$ cat config.mk
export PLATFORM = sky130hd
export DESIGN_NAME = speed_lock_cmp
export DESIGN_NICKNAME = d
export VERILOG_FILES = /design/src/rtl/spdcmp_pkg.sv /design/src/rtl/spdcmp_tach.sv /design/src/rtl/spdcmp_ref.sv /design/src/rtl/spdcmp_phase.sv /design/src/rtl/speed_lock_cmp.sv
export SDC_FILE = /design/constraint.sdc
export NUM_CORES = 1
export LEC_CHECK = 0
export BUFFER_PORTS_ARGS = -buffer_cell sky130_fd_sc_hd__buf_2
export CORE_MARGIN = 10
export CORE_UTILIZATION = 55
export CTS_CLUSTER_DIAMETER = 50
export CTS_CLUSTER_SIZE = 20
export DETAILED_ROUTE_END_ITERATION = 10
export HOLD_SLACK_MARGIN = 0.02
export PLACE_DENSITY_LB_ADDON = 0.25
export SLEW_MARGIN = 20
export SYNTH_ARGS = -nofsm -noshare
export SYNTH_HDL_FRONTEND = slang
export SYNTH_SLANG_ARGS = --single-unit
export TNS_END_PERCENT = 1
$ cat constraint.sdc
create_clock -name clk -period 2.6 [get_ports clk]
set_clock_uncertainty 0.1 [all_clocks]
set_input_delay 0.26 -clock clk [delete_from_list [all_inputs] [get_ports clk]]
set_output_delay 0.26 -clock clk [all_outputs]
set_load 0.05 [all_outputs]
$ cat src/rtl/spdcmp_pkg.sv
package spdcmp_pkg;

  typedef enum logic [1:0] {
    PH_IDLE = 2'd0,
    PH_FAST = 2'd1,
    PH_SLOW = 2'd2
  } phase_e;

  // zero-crossing events per revolution: 3 per pole, poles = 4*(code+1)
  function automatic int unsigned rev_events(input int unsigned code);
    return 12 * (code + 1);
  endfunction

endpackage

$ cat src/rtl/spdcmp_tach.sv
module spdcmp_tach #(
  parameter int POLE_W = 2
) (
  input  logic              clk,
  input  logic              rst_n,
  input  logic              zc_toggle,
  input  logic              sector_in,
  input  logic              sector_mode,
  input  logic [POLE_W-1:0] pole_sel,
  output logic              tach,
  output logic              tach_rise,
  output logic              tach_fall
);
  import spdcmp_pkg::*;

  localparam int MAX_EVT = 12 * (2 ** POLE_W);
  localparam int EVT_W   = $clog2(MAX_EVT);

  logic             zc_q;
  logic             zc_evt;
  logic [EVT_W-1:0] evt_cnt;
  logic [EVT_W-1:0] evt_lim;
  logic             tach_int;
  logic             sec_q;
  logic             tach_prev;

  assign zc_evt  = zc_toggle ^ zc_q;
  assign evt_lim = EVT_W'(rev_events(int'(pole_sel)) - 1);

  always_ff @(posedge clk or negedge rst_n) begin
    if (!rst_n) begin
      zc_q     <= 1'b0;
      evt_cnt  <= '0;
      tach_int <= 1'b0;
    end else begin
      zc_q <= zc_toggle;
      if (zc_evt) begin
        if (evt_cnt >= evt_lim) begin
          evt_cnt  <= '0;
          tach_int <= ~tach_int;
        end else begin
          evt_cnt <= evt_cnt + 1'b1;
        end
      end
    end
  end

  always_ff @(posedge clk or negedge rst_n) begin
    if (!rst_n) begin
      sec_q     <= 1'b0;
      tach_prev <= 1'b0;
    end else begin
      sec_q     <= sector_in;
      tach_prev <= tach;
    end
  end

  assign tach      = sector_mode ? sec_q : tach_int;
  assign tach_rise = tach & ~tach_prev;
  assign tach_fall = ~tach & tach_prev;

  // the internal tach only moves when a zero-crossing event was seen
  p_tach_on_event_r1: assert property (@(posedge clk) disable iff (!rst_n)
    (tach_int != $past(tach_int)) |-> $past(zc_evt));

  // the event counter never passes the per-revolution limit of 16 poles
  p_evt_bound_r1: assert property (@(posedge clk) disable iff (!rst_n)
    evt_cnt < EVT_W'(MAX_EVT));

endmodule

$ cat src/rtl/spdcmp_ref.sv
module spdcmp_ref #(
  parameter int CNT_W = 14,
  parameter int PRE_W = 3
) (
  input  logic             clk,
  input  logic             rst_n,
  input  logic             tach_rise,
  input  logic             osc_en,
  input  logic [CNT_W-1:0] speed_cnt_n,
  output logic             ref_on,
  output logic             ref_fall
);

  logic [CNT_W-1:0] load;
  logic [CNT_W-1:0] cnt;
  logic [PRE_W-1:0] pre;
  logic             pre_last;
  logic             ref_prev;

  assign load     = ~speed_cnt_n;
  assign pre_last = &pre;

  always_ff @(posedge clk or negedge rst_n) begin
    if (!rst_n) begin
      cnt    <= '0;
      pre    <= '0;
      ref_on <= 1'b0;
    end else if (tach_rise) begin
      cnt    <= load;
      pre    <= '0;
      ref_on <= (load != '0);
    end else if (ref_on && osc_en) begin
      pre <= pre + 1'b1;
      if (pre_last) begin
        cnt <= cnt - 1'b1;
        if (cnt == CNT_W'(1)) ref_on <= 1'b0;
      end
    end
  end

  always_ff @(posedge clk or negedge rst_n) begin
    if (!rst_n) ref_prev <= 1'b0;
    else        ref_prev <= ref_on;
  end

  assign ref_fall = ref_prev & ~ref_on;

  // the interval only starts after a tach rise
  p_ref_start_r3: assert property (@(posedge clk) disable iff (!rst_n)
    $rose(ref_on) |-> $past(tach_rise));

  // a rise with a nonzero count always (re)starts the interval
  p_ref_load_r3: assert property (@(posedge clk) disable iff (!rst_n)
    (tach_rise && load != '0) |=> ref_on);

  // a zero count disables the interval
  p_ref_zero_r4: assert property (@(posedge clk) disable iff (!rst_n)
    (tach_rise && load == '0) |=> !ref_on);

  // without a tick the interval cannot end
  p_ref_hold_r4: assert property (@(posedge clk) disable iff (!rst_n)
    (ref_on && !osc_en && !tach_rise) |=> ref_on);

endmodule

$ cat src/rtl/spdcmp_phase.sv
module spdcmp_phase (
  input  logic clk,
  input  logic rst_n,
  input  logic tach_fall,
  input  logic ref_fall,
  input  logic ref_on,
  output logic err_fast,
  output logic err_slow,
  output logic startup_boost
);
  import spdcmp_pkg::*;

  phase_e state;
  phase_e state_nx;
  logic   enter_fast;

  assign enter_fast = (state == PH_IDLE) && tach_fall && ref_on;

  always_comb begin
    state_nx = state;
    unique case (state)
      PH_IDLE: begin
        if (enter_fast)                  state_nx = PH_FAST;
        else if (ref_fall && !tach_fall) state_nx = PH_SLOW;
      end
      PH_FAST: if (ref_fall)  state_nx = PH_IDLE;
      PH_SLOW: if (tach_fall) state_nx = PH_IDLE;
      default: state_nx = PH_IDLE;
    endcase
  end

  always_ff @(posedge clk or negedge rst_n) begin
    if (!rst_n) begin
      state         <= PH_IDLE;
      startup_boost <= 1'b1;
    end else begin
      state <= state_nx;
      if (enter_fast) startup_boost <= 1'b0;
    end
  end

  assign err_fast = (state == PH_FAST);
  assign err_slow = (state == PH_SLOW);

  // the two error pulses exclude each other
  p_err_excl_r5: assert property (@(posedge clk) disable iff (!rst_n)
    !(err_fast && err_slow));

  // a fast pulse starts only after tach fell during the interval
  p_fast_cause_r5: assert property (@(posedge clk) disable iff (!rst_n)
    $rose(err_fast) |-> $past(tach_fall && ref_on));

  // a slow pulse starts only after the interval ended alone
  p_slow_cause_r5: assert property (@(posedge clk) disable iff (!rst_n)
    $rose(err_slow) |-> $past(ref_fall && !tach_fall));

  // coincident falls from idle leave both errors low
  p_tie_quiet_r6: assert property (@(posedge clk) disable iff (!rst_n)
    (state == PH_IDLE && tach_fall && ref_fall) |=> (!err_fast && !err_slow));

  // the startup flag never comes back before reset
  p_boost_sticky_r7: assert property (@(posedge clk) disable iff (!rst_n)
    !startup_boost |=> !startup_boost);

  // the flag is already low when a fast pulse begins
  p_boost_clear_r7: assert property (@(posedge clk) disable iff (!rst_n)
    $rose(err_fast) |-> !startup_boost);

endmodule

$ cat src/rtl/speed_lock_cmp.sv
module speed_lock_cmp #(
  parameter int CNT_W  = 14,
  parameter int POLE_W = 2,
  parameter int PRE_W  = 3
) (
  input  logic              clk,
  input  logic              rst_n,
  input  logic              zc_toggle,
  input  logic              sector_in,
  input  logic              osc_en,
  input  logic [CNT_W-1:0]  speed_cnt_n,
  input  logic [POLE_W-1:0] pole_sel,
  input  logic              sector_mode,
  output logic              tach,
  output logic              ref_pulse,
  output logic              err_fast,
  output logic              err_slow,
  output logic              sync,
  output logic              startup_boost
);

  logic tach_rise;
  logic tach_fall;
  logic ref_on;
  logic ref_fall;

  spdcmp_tach #(.POLE_W(POLE_W)) u_tach (
    .clk         (clk),
    .rst_n       (rst_n),
    .zc_toggle   (zc_toggle),
    .sector_in   (sector_in),
    .sector_mode (sector_mode),
    .pole_sel    (pole_sel),
    .tach        (tach),
    .tach_rise   (tach_rise),
    .tach_fall   (tach_fall)
  );

  spdcmp_ref #(.CNT_W(CNT_W), .PRE_W(PRE_W)) u_ref (
    .clk         (clk),
    .rst_n       (rst_n),
    .tach_rise   (tach_rise),
    .osc_en      (osc_en),
    .speed_cnt_n (speed_cnt_n),
    .ref_on      (ref_on),
    .ref_fall    (ref_fall)
  );

  spdcmp_phase u_phase (
    .clk           (clk),
    .rst_n         (rst_n),
    .tach_fall     (tach_fall),
    .ref_fall      (ref_fall),
    .ref_on        (ref_on),
    .err_fast      (err_fast),
    .err_slow      (err_slow),
    .startup_boost (startup_boost)
  );

  assign ref_pulse = ref_on;
  assign sync      = ref_on;

  // sync and the reference pulse move together
  p_sync_ref_r8: assert property (@(posedge clk) disable iff (!rst_n)
    $rose(sync) |-> $past(tach_rise));

endmodule

After elaboration in Yosys (flattened, before gate mapping)
Cells that the tools add are included.
Widths: inputs -> output; s select.
Operators by class
  add/sub/neg operators: 5
  $mul: 1
  div/mod/pow operators: 0
  $lt $le $gt $ge: 1
  equality and inequality tests: 6
  shift operators: 0
  muxes and demuxes: 16
  bitwise gates (word level): 9
  reductions and logical operators: 15
Operators by type and width (count)
  $mux 14: 3
  $mul 2x32->4 const A: 1
  $eq 14x1->1 const B: 1
  $not 14->14: 1
  $reduce_bool 14->1: 1
  $sub 14x1->14 const B: 1
  $reduce_and 3->1: 3
  $mux 2: 4
  $add 6x1->6 const B: 1
  $ge 6x6->1: 1
  $mux 3: 2
  $mux 6: 1
  $pmux 2 s3: 1
  $reduce_bool 2->1: 3
  $sub 6x1->6 const B: 1
  $mux 1: 5
  $logic_and 1x1->1: 4
  $ne 2x1->1 const B: 2
  $not 1->1: 4
  $reduce_and 2->1: 2
  $add 2x1->3 const B: 1
  $add 3x1->3 const B: 1
  $and 1x1->1: 3
  $ne 3x2->1 const B: 1
  other kinds (5): 5
Word-level totals
  flip-flop bits (word level): 32
  bits in latches: 0
  bits in writable memories: 0
  bits in read-only memories: 0
  output and inout bits: 6
  memories kept: 0

Longest topological paths before layout
  word-level depth: 8
  depth in mapped cells: 8
  depth with buffers taken out: 8

By module
A second synthesis with hierarchy kept.
Unflattened totals
  cell total of the unflattened synthesis: 179
  area total of the unflattened synthesis: 1784.2 um^2
Modules (own cells, without submodules)
  spdcmp_ref: times used 1, cells an instance 110, area each 1089.8 um^2, seq. area each 475.5 um^2
  spdcmp_tach: times used 1, cells an instance 57, area each 558.0 um^2, seq. area each 250.2 um^2
  spdcmp_phase: times used 1, cells an instance 11, area each 128.9 um^2, seq. area each 76.3 um^2
  speed_lock_cmp: times used 1, cells an instance 1, area each 7.5 um^2, seq. area each 0.0 um^2

Least setup slack after synthesis
No wires, ideal clock.
  path type: register to register
  start: reg u_ref.ref_on
  end: reg u_ref.cnt[12]
  data arrival time: 1.938 ns
  required time: 2.376 ns
  setup slack: 0.438 ns
  cell stages (with the launch flop): 6
  clock period less this slack: 2.162 ns
  cell sequence: dfrtp_1 clkbuf_1 and4b_1 nand3_1 o31a_1 o31a_1
On the way
  cells in the longest elaborated chain, start to end: 3
RTL lines
  start: declaration: RTL line spdcmp_ref.sv:10  | output logic ref_on,
  start signal: assignment: RTL line spdcmp_ref.sv:31  | ref_on <= (load != '0);
  $logic_and 1x1->1: RTL line spdcmp_ref.sv:32  | end else if (ref_on && osc_en) begin
  $reduce_bool 2->1 (no source line)
  $reduce_and 2->1 (no source line)
  end signal: assignment: RTL line spdcmp_ref.sv:29  | cnt <= load;
  end signal: assignment: RTL line spdcmp_ref.sv:35  | cnt <= cnt - 1'b1;
  end: declaration: RTL line spdcmp_ref.sv:15  | logic [CNT_W-1:0] cnt;
No other way between the ends.
A chain may end at the register's enable or synchronous reset.

Worst setup path in the final report
  start: reg u_ref.cnt[8]
  end: reg u_ref.cnt[13]
On the way
  cells in the longest elaborated chain, start to end: 4
RTL lines
  $sub 14x1->14: RTL line spdcmp_ref.sv:35
  $mux 14: RTL line spdcmp_ref.sv:34  | if (pre_last) begin
  $mux 14: RTL line spdcmp_ref.sv:32
  $mux 14: RTL line spdcmp_ref.sv:28  | end else if (tach_rise) begin
No other way between the ends. The select of a mux whose other input is x is not followed.

==> flow_summary.ini <==
[finish]
syn_to_final_growth_pct = 19.8
antenna_cells = 0
drive_gt1_frac = 0.185
fin_util = 0.688
nets = 244
fin_area_um2 = 2080
fillers = 251

[power]
switching_share = 0.404
power.density_nw_per_um2 = 980
p_clk_frac = 0.184
ir_worst_vdd_uv = 451
pwr-share-seq = 0.445
leakagePower_nw = 0.955
comb_power_share = 0.371
intPower_mw = 1.22
p_sw_uw = 823

[logic_synthesis]
synth-seq-cells = 32
yosysSeqAreaShare = 0.461
yosysWarnings = 0
synth_cell_types = 32
yosysTopAreaCell = dfrtp_1
synthesis.nets = 205
synth_top_area_share = 0.446
synth_area_leaders = dfrtp_1 (45%), ha_1 (8.6%), o211ai_1 (5.6%), xor2_1 (5.0%), nor2_1 (3.0%)
netlist_area_um2 = 1740
syn_inst = 171
synth_area_per_cell_um2 = 10.2

[worst_setup_path]
crit_chain = or4_4 -> or4b_4 -> or4_1 -> o211ai_1
r2r_cells = 4
r2r-start = u_ref.cnt[8]$_DFFE_PN0P_
timing.critical_path.buf_inv = 0
cp.depth = 4
worstSetupEndpointType = flop
start_kind = flop
worst_path_largest_cell_delay_ns = 0.57
path_max_fanout = 5
required_ns = 2.76
slowest_stage = or4_4
crit_type = reg2reg
crit_end = u_ref.cnt[13]$_DFFE_PN0P_
r2r_end = u_ref.cnt[13]$_DFFE_PN0P_
crit_arrival_ns = 2.31
cp_top_family = simple AND/OR/NAND/NOR gates
cp-startpoint = u_ref.cnt[8]$_DFFE_PN0P_
ff2ff_setup_slack_ns = 0.45

[clocking]
cts.repair.resized = 0
root_buffer = clkbuf_4
hold_buffers = 9
cts_tree = done
clk_latency_ns = 0.35
cts_made_buffers = 5
h-tree-depth = 2
cts_sinks = 32
cts.path.max_buffers = 2
clk_pin_slew_ns = 0.10
cts_setup_buffers = 0

[floorplan]
core.rowCount = 20
io_pins = 28
design.die.area_um2 = 5810
initial_core_util = 0.574
core_area_um2 = 3030
die_x_um = 76.2
die_y_um = 76.2

[drt]
remaining_drc_errors = 0
first_pass_iters = 4
wl_per_cell_um = 15.0
drtIter0Drc = 74
finalWirelength_mm = 3.82
postRouteAntennaNets = 0
vias_per_cell = 5.72
vias = 1459

[timing]
post-route-period-util = 0.828
finalSetupViolations = 0
slew_violations = 0
hold_violations = 0
rsz0062_at_grt = no
tns_ns = 0
fin_crit_ns = 2.15
fmax_ghz = 0.464
relSlewSlack = 0.423
tightest_slew_ns = 0.863

[grt]
grt_first_pass_wirelength_mm = 6.56
grt_max_degree = 33
grt_usage = 0.136
antenna_found_initial = 0
grt_overflow = 0
grt_pass1_vias = 1471

[min_path]
min_from = speed_cnt_n[2]
hold_path.class = in2reg

[place]
portBuffers = 27
place_congestion = 0.856
place_area_um2 = 1910
dp_hpwl_mm = 2.75

[job]
maxCapViolCount = 0

[outcome]
status = completed
## worst min path at each step
stage                                               to  cells past startpoint
after floorplan           u_phase.state[0]$_DFFE_PN0P_                      0
after global placement           u_tach.zc_q$_DFF_PN0_                      1
after detailed placement         u_tach.zc_q$_DFF_PN0_                      1
after CTS                    u_ref.cnt[10]$_DFFE_PN0P_                      2
after global routing          u_ref.cnt[8]$_DFFE_PN0P_                      2
final                         u_ref.cnt[2]$_DFFE_PN0P_                      2
## stage by stage
stage / instances / power, mW / worst slack [ns] / hold WS (ns)
after global routing: 255 / 2.20 / 0.306 / 0.0351
after global placement: 237 / 1.61 / 0.509 / 0.239
final: 255 / 2.04 / 0.447 / 0.0278
after floorplan: 171 / 1.46 / 0.438 / -0.136
after detailed placement: 237 / 1.66 / 0.469 / 0.247
after CTS: 254 / 2.05 / 0.435 / 0.0255
## layer usage
metal	GRT usage	wire length, um	vias to the layer above
met5	0	0	-
met4	0.0483	63	0
met3	0.0590	190	8
met2	0.230	1950	29
met1	0.147	1620	717
li1	-	-	705
## cells by family (layout without fill, tap and decap cells)
logic type               after synthesis  after routing  synth area share
AO/OA/AOI/OAI                         35             35             0.137
XOR/XNOR                              13             13            0.0655
adder cells (fa/ha/maj)               12             12            0.0864
buffers and inverters                 14             54            0.0324
flip-flops                            32             32             0.461
multiplexers                           4              4            0.0230
AND/OR/NAND/NOR                       61             61             0.194
## registers in the layout, indices dropped and copies added, names as in the netlist, 2 cells and up
name	count
u_tach.evt_cnt	6
u_phase.state	2
u_ref.pre	3
u_ref.cnt	14
## cell usage after synthesis
cell       n
dfrtp_1   31
nand4b_1   1
xor2_1    10
o31a_1     4
a21oi_1    5
and3_1     3
nor3b_1    1
clkbuf_1   4
o31ai_1    1
a211oi_1   2
xnor2_1    3
or4b_4     1
or4_1      7
nand3_1    5
nor4_1     1
nor2_1    14
o211ai_1  13
nand2_1   12
nor2b_1    2
inv_1      9
dfstp_2    1
buf_4      1
o21ai_0    8
nand4_1    7
ha_1      12
or3_1      2
or2_2      2
and4b_1    1
or4_4      1
nor3_1     1
a22o_1     2
mux2i_1    4
## layout by cell type, fill, tap and decap left out, types with 2 or more instances in the layout
cell type      instances
mux2i_1                4
dlygate4sd3_1         10
nand2_1               12
nor2_1                14
o211ai_1              13
ha_1                  12
or2_2                  2
a21oi_1                5
or4_1                  7
nand4_1                7
and3_1                 3
a22o_1                 2
nand3_1                5
inv_1                  9
a211oi_1               2
nor2b_1                2
buf_2                 27
xor2_1                10
dfrtp_1               31
xnor2_1                3
or3_1                  2
clkbuf_4               5
o31a_1                 4
o21ai_0                8
## cell type report
| type | instances | area, um^2 | area share |
|---|---|---|---|
| inverter | 9 | 33.8 | 0.0162 |
| clock inverter | 2 | 35.0 | 0.0168 |
| tap | 44 | 55.1 | 0.0264 |
| multi-input combinational | 125 | 880 | 0.422 |
| clock buffer | 6 | 41.3 | 0.0198 |
| timing repair buffer | 37 | 235 | 0.113 |
| sequential | 32 | 802 | 0.385 |
## power groups by stage
stage          sequential [mW]  clock, mW  combinational [mW]
6_report                 0.908      0.375               0.757
5_1_grt                  0.939      0.407               0.855
4_1_cts                  0.906      0.385               0.764
3_5_place_dp             0.910          0               0.746
3_3_place_gp             0.896          0               0.711
2_1_floorplan            0.874          0               0.587
Power figures use the tool's default switching activity.
